===== src/rtl/dma_regs_pkg.sv =====
package dma_regs_pkg;
  typedef enum logic [1:0] {
    OP_WR   = 2'd0,
    OP_SET  = 2'd1,
    OP_CLR  = 2'd2,
    OP_NONE = 2'd3
  } alias_op_e;

  localparam int REG_CTRL = 0;
  localparam int REG_CMPL = 1;
  localparam int REG_ERR  = 2;
  localparam int NREG     = 3;
  localparam int IDX_W    = $clog2(NREG);
endpackage


===== src/rtl/dma_reg_decode.sv =====
module dma_reg_decode
  import dma_regs_pkg::*;
#(
  parameter int AW = 8
) (
  input  logic [AW-1:0]    addr_i,
  input  logic             req_i,
  input  logic             we_i,
  output logic [NREG-1:0]  wr_sel_o,
  output alias_op_e        op_o,
  output logic             rd_hit_o,
  output logic [IDX_W-1:0] rd_idx_o
);
  logic [AW-5:0] reg_field;
  logic          hit;

  assign reg_field = addr_i[AW-1:4];
  assign op_o      = alias_op_e'(addr_i[3:2]);
  assign hit       = (addr_i[1:0] == 2'b00) && (op_o != OP_NONE) &&
                     (int'(reg_field) < NREG);
  assign rd_hit_o  = hit;
  assign rd_idx_o  = reg_field[IDX_W-1:0];

  always_comb begin
    wr_sel_o = '0;
    for (int i = 0; i < NREG; i++)
      if (hit && req_i && we_i && (int'(reg_field) == i)) wr_sel_o[i] = 1'b1;
  end
endmodule


===== src/rtl/dma_alias_reg.sv =====
module dma_alias_reg
  import dma_regs_pkg::*;
#(
  parameter int          W       = 32,
  parameter logic [W-1:0] AUTOCLR = '0
) (
  input  logic         clk_i,
  input  logic         rst_ni,
  input  logic         wr_en_i,
  input  alias_op_e    op_i,
  input  logic [W-1:0] wdata_i,
  input  logic [W-1:0] hw_set_i,
  output logic [W-1:0] q_o
);
  logic [W-1:0] q_d, q_q;

  always_comb begin
    q_d = q_q & ~AUTOCLR;  // one-shot bits drop after one cycle
    if (wr_en_i) begin
      unique case (op_i)
        OP_WR:   q_d = wdata_i;
        OP_SET:  q_d = q_d | wdata_i;
        OP_CLR:  q_d = q_d & ~wdata_i;
        default: q_d = q_d;
      endcase
    end
    q_d = q_d | hw_set_i;  // events beat software clears
  end

  always_ff @(posedge clk_i or negedge rst_ni) begin
    if (!rst_ni) q_q <= '0;
    else         q_q <= q_d;
  end

  assign q_o = q_q;

  p_set_alias_r2: assert property (@(posedge clk_i) disable iff (!rst_ni)
    (wr_en_i && op_i == OP_SET) |=> ((q_o & $past(wdata_i)) == $past(wdata_i)));

  p_clr_alias_r2: assert property (@(posedge clk_i) disable iff (!rst_ni)
    (wr_en_i && op_i == OP_CLR) |=>
      ((q_o & $past(wdata_i) & ~$past(hw_set_i)) == '0));

  p_hw_set_wins_r7: assert property (@(posedge clk_i) disable iff (!rst_ni)
    (|hw_set_i) |=> ((q_o & $past(hw_set_i)) == $past(hw_set_i)));
endmodule


===== src/rtl/dma_irq_merge.sv =====
module dma_irq_merge #(
  parameter int NCH = 16
) (
  input  logic [2*NCH-1:0] cmpl_q_i,
  input  logic [2*NCH-1:0] err_q_i,
  output logic             irq_o
);
  logic [NCH-1:0] live;

  assign live  = cmpl_q_i[NCH-1:0] & cmpl_q_i[2*NCH-1:NCH];
  assign irq_o = (|live) | (|err_q_i);
endmodule


===== src/rtl/dma_chan_regs.sv =====
module dma_chan_regs
  import dma_regs_pkg::*;
#(
  parameter int NCH = 16,
  parameter int AW  = 8
) (
  input  logic              clk_i,
  input  logic              rst_ni,
  input  logic              req_i,
  input  logic              we_i,
  input  logic [AW-1:0]     addr_i,
  input  logic [2*NCH-1:0]  wdata_i,
  output logic [2*NCH-1:0]  rdata_o,
  input  logic [NCH-1:0]    cmpl_i,
  input  logic [NCH-1:0]    term_err_i,
  input  logic [NCH-1:0]    bus_err_i,
  output logic [NCH-1:0]    freeze_o,
  output logic [NCH-1:0]    chan_rst_o,
  output logic              irq_o
);
  localparam int DW = 2 * NCH;

  logic [NREG-1:0]  wr_sel;
  alias_op_e        op;
  logic             rd_hit;
  logic [IDX_W-1:0] rd_idx;
  logic [DW-1:0]    hw_set [NREG];
  logic [DW-1:0]    reg_q  [NREG];

  dma_reg_decode #(.AW(AW)) u_dec (
    .addr_i   (addr_i),
    .req_i    (req_i),
    .we_i     (we_i),
    .wr_sel_o (wr_sel),
    .op_o     (op),
    .rd_hit_o (rd_hit),
    .rd_idx_o (rd_idx)
  );

  assign hw_set[REG_CTRL] = '0;
  assign hw_set[REG_CMPL] = {{NCH{1'b0}}, cmpl_i};
  assign hw_set[REG_ERR]  = {bus_err_i, term_err_i | bus_err_i};

  for (genvar g = 0; g < NREG; g++) begin : g_reg
    localparam logic [DW-1:0] ACLR = (g == REG_CTRL) ? {{NCH{1'b1}}, {NCH{1'b0}}} : '0;
    dma_alias_reg #(.W(DW), .AUTOCLR(ACLR)) u_reg (
      .clk_i    (clk_i),
      .rst_ni   (rst_ni),
      .wr_en_i  (wr_sel[g]),
      .op_i     (op),
      .wdata_i  (wdata_i),
      .hw_set_i (hw_set[g]),
      .q_o      (reg_q[g])
    );
  end

  dma_irq_merge #(.NCH(NCH)) u_irq (
    .cmpl_q_i (reg_q[REG_CMPL]),
    .err_q_i  (reg_q[REG_ERR]),
    .irq_o    (irq_o)
  );

  assign freeze_o   = reg_q[REG_CTRL][NCH-1:0];
  assign chan_rst_o = reg_q[REG_CTRL][DW-1:NCH];
  assign rdata_o    = rd_hit ? reg_q[rd_idx] : '0;

  p_rst_pulse_r4: assert property (@(posedge clk_i) disable iff (!rst_ni)
    (|chan_rst_o) |=> ((chan_rst_o & $past(chan_rst_o)) == '0));

  p_bus_err_both_r6: assert property (@(posedge clk_i) disable iff (!rst_ni)
    (|bus_err_i) |=> ((reg_q[REG_ERR][NCH-1:0] & $past(bus_err_i)) == $past(bus_err_i)) &&
                     ((reg_q[REG_ERR][DW-1:NCH] & $past(bus_err_i)) == $past(bus_err_i)));

  p_err_irq_r8: assert property (@(posedge clk_i) disable iff (!rst_ni)
    (|term_err_i || |bus_err_i) |=> irq_o);
endmodule


===== config.mk =====
export PLATFORM = sky130hd
export DESIGN_NAME = dma_chan_regs
export DESIGN_NICKNAME = d
export VERILOG_FILES = /design/src/rtl/dma_regs_pkg.sv /design/src/rtl/dma_reg_decode.sv /design/src/rtl/dma_alias_reg.sv /design/src/rtl/dma_irq_merge.sv /design/src/rtl/dma_chan_regs.sv
export SDC_FILE = /design/constraint.sdc
export NUM_CORES = 1
export LEC_CHECK = 0
export CORE_MARGIN = 2
export CORE_UTILIZATION = 45
export CTS_BUF_LIST = sky130_fd_sc_hd__clkbuf_4
export DETAILED_ROUTE_END_ITERATION = 10
export GPL_ROUTABILITY_DRIVEN = 0
export PLACE_DENSITY = 0.77
export RECOVER_POWER = 25
export SLEW_MARGIN = 15
export SYNTH_ARGS = -nofsm -noshare
export SYNTH_HDL_FRONTEND = slang
export SYNTH_SLANG_ARGS = --single-unit

===== constraint.sdc =====
create_clock -name clk_i -period 1.95 [get_ports clk_i]
set_input_delay 0.195 -clock clk_i [delete_from_list [all_inputs] [get_ports clk_i]]
set_output_delay 0.195 -clock clk_i [all_outputs]
set_load 0.03 [all_outputs]

==> flow_summary.ini <==
[finish]
design_area_um2 = 8050
syn_to_final_growth_pct = 54.9
largest_register_ff_count = 96
nets = 825
n_antenna_cell = 0
fin_cells = 880
drive_gt1_frac = 0.254
layout_common_cells = clkdlybuf4s50_1 (114), dfrtp_1 (96), buf_4 (59)
nFillCells = 803
final_common_cell = clkdlybuf4s50_1
utilization = 0.711

[floorplanning]
die_y_um = 111
dieArea_um2 = 12400
fp.coreArea_um2 = 11300
io_pins = 157
num_rows = 39
die_w_um = 111
initial_core_util = 0.459

[global_route]
overflow = 0
antenna_found_initial = 0
grt_pass1_vias = 5654
grt.total_usage = 0.324
grt_pass1_wl_um = 31600
grt_start_max_net_pins = 39

[logic_synthesis]
synth_top_area_frac = 0.462
synth_area_leader_cell = dfrtp_1
syn-num-nets = 620
ys_seq_elements = 96
syn_area_um2 = 5200
synth_seq_area_share = 0.462
synth_cell_types = 35
syn_avg_cell_area_um2 = 9.84
synth_area_leaders = dfrtp_1 (46%), a221o_1 (6.2%), mux2i_1 (6.2%)
yosysWarnings = 0
netlist_instances = 528

[flow_run]
timing.max_cap.violations = 0

[timing]
fin_ws_ns = -0.356
slew_violations = 0
clock_skew_ns = 0
hold_violations = 0
finalCriticalPeriod_ns = 2.31
layout_worst_path_cycle_share = 1.18
maxSlewHeadroom = 0.348
worst_slew_pin_slew_ns = 0.977
rsz0062_at_grt = true
setup_viol = 1
final.setup.tns_ns = -0.356
max_freq_ghz = 0.434

[detailed_routing]
vias = 5633
dr.pass1.iters = 6
drtAntennaViolNets = 0
wire_per_inst_um = 23.5
drt-total-wl_um = 20700
vias_per_cell = 6.40
drtIter0Drc = 764
post-route-drc-count = 0

[setup_path]
critPathRequiredTime_ns = 1.75
r2r_cells = 2
crit_path_max_fanout = 2
r2r_end = g_reg[2].u_reg.q_o[15]
crit_arrival_ns = 2.11
crit_path_start_kind = flip-flop
rr_startpoint = g_reg[2].u_reg.q_o[15]
slowest_delay_ns = 0.53
reg2reg_slack_ns = 0.78
cp-end-kind = primary output
worstSetupPathType = flip-flop to primary output
worstPathCellList = nor4_2 -> nand4_1 -> or4_4 -> buf_6
crit_slowest_cell = or4_4

[power_and_ir_drop]
power.leakage_nw = 3.12
powerDensity_nw_per_um2 = 533
peakVddDrop_uv = 416
p_total_mw = 4.29

[place]
portBuffers = 156
placedCellCount = 848
placed_cell_area_um2 = 7220
dp_hpwl_um = 13900

[cts]
clkLatencyLatePin_ns = 0.44
h-tree-depth = 3
clk_pin_slew_worst_paths_ns = 0.17
cts_max_path_buffers = 2
tritoncts = built
clock_sinks = 96
cts_made_buffers = 9
cts_root_buf = clkbuf_4

[worst_hold_path]
hp-class = input pin to flip-flop
min-delay-start = term_err_i[10]
hold_depth = 2
worstHoldEndpoint = g_reg[2].u_reg.q_o[10]

[outcome]
status = finished with violations
violations = setup timing
[through the flow]
| step | setup slack [ns] | hold WS (ns) |
|---|---|---|
| 3_3_place_gp | -0.215 | 0.192 |
| 2_1_floorplan | -0.0636 | -0.101 |
| 6_report | -0.356 | 0.303 |
| 3_5_place_dp | -0.268 | 0.198 |
| 4_1_cts | -0.268 | 0.236 |
| 5_1_grt | -0.399 | 0.293 |
[cell families after synthesis]
logic type | Yosys count | synth area share
AOI/OAI and AO/OA | 173 | 0.249
buffers and inverters | 39 | 0.0390
DFF | 96 | 0.462
muxes | 32 | 0.0616
and+or+nand+nor | 188 | 0.188
[worst max path at each step]
| stage | start | endpoint | slack, ns | cells past startpoint |
|---|---|---|---|---|
| floorplan | addr_i[3] | rdata_o[10] | -0.06 | 6 |
| global placement | addr_i[2] | g_reg[2].u_reg.q_o[30] | -0.22 | 7 |
| finish | g_reg[2].u_reg.q_o[30] | irq_o | -0.36 | 4 |
| global route | g_reg[2].u_reg.q_o[16] | irq_o | -0.40 | 4 |
| CTS | g_reg[2].u_reg.q_o[17] | irq_o | -0.27 | 4 |
| detailed placement | addr_i[2] | g_reg[2].u_reg.q_o[30] | -0.27 | 7 |
[synthesized netlist by cell type, drive strengths merged]
cell	number
nor4	12
nor2b	17
nor3	21
nand4	4
a21boi	16
clkbuf	17
o21ai	16
nor2	80
a211o	1
or4	1
a21o	3
a2111o	17
or4b	1
mux2i	32
a221o	32
a21oi	51
nor3b	1
a211oi	13
dfrtp	96
a22oi	8
nand2b	2
nand4bb	1
inv	1
buf	21
a22o	16
and2	16
nand2	32
[layout make-up]
cell class / count / area, um^2 / area share
flip-flops and latches: 96 / 2400 / 0.298
inverters: 1 / 3.75 / 0.000466
clock inverters: 6 / 140 / 0.0174
well taps: 143 / 179 / 0.0222
repair buffers: 232 / 2330 / 0.290
clock buffers: 9 / 67.6 / 0.00839
multi-input cells: 393 / 2930 / 0.363
[what timing repair did]
action                                  CTS  global route
hold buffers                              1             0
pin swaps                                19            16
buffers inserted                          8             6
hold endpoints to repair                 35             0
endpoints found under the setup margin   33            33
gates resized for setup                 119            22
cloned                                    3             1
[metal layers]
layer  global-route usage  wire (um)
met2                0.516       9750
met4                0.132        875
met1                0.441       7930
met5                    0          0
met3               0.0593       2110
[worst max-delay path: cells and delay by family, from the launching register on]
| family | cells | cell delay (ns) |
|---|---|---|
| buffers and inverters | 1 | 0.16 |
| AND/OR/NAND/NOR | 3 | 1.07 |
| flip-flops | 1 | 0.43 |
[power breakdown]
group / total (mW) / switching, mW / internal [mW]
clock network: 1.50 / 0.718 / 0.785
registers: 2.03 / 0.0211 / 2.01
logic: 0.758 / 0.410 / 0.347
total: 4.29 / 1.15 / 3.14
No activity file was read; power rests on OpenSTA's default activity.
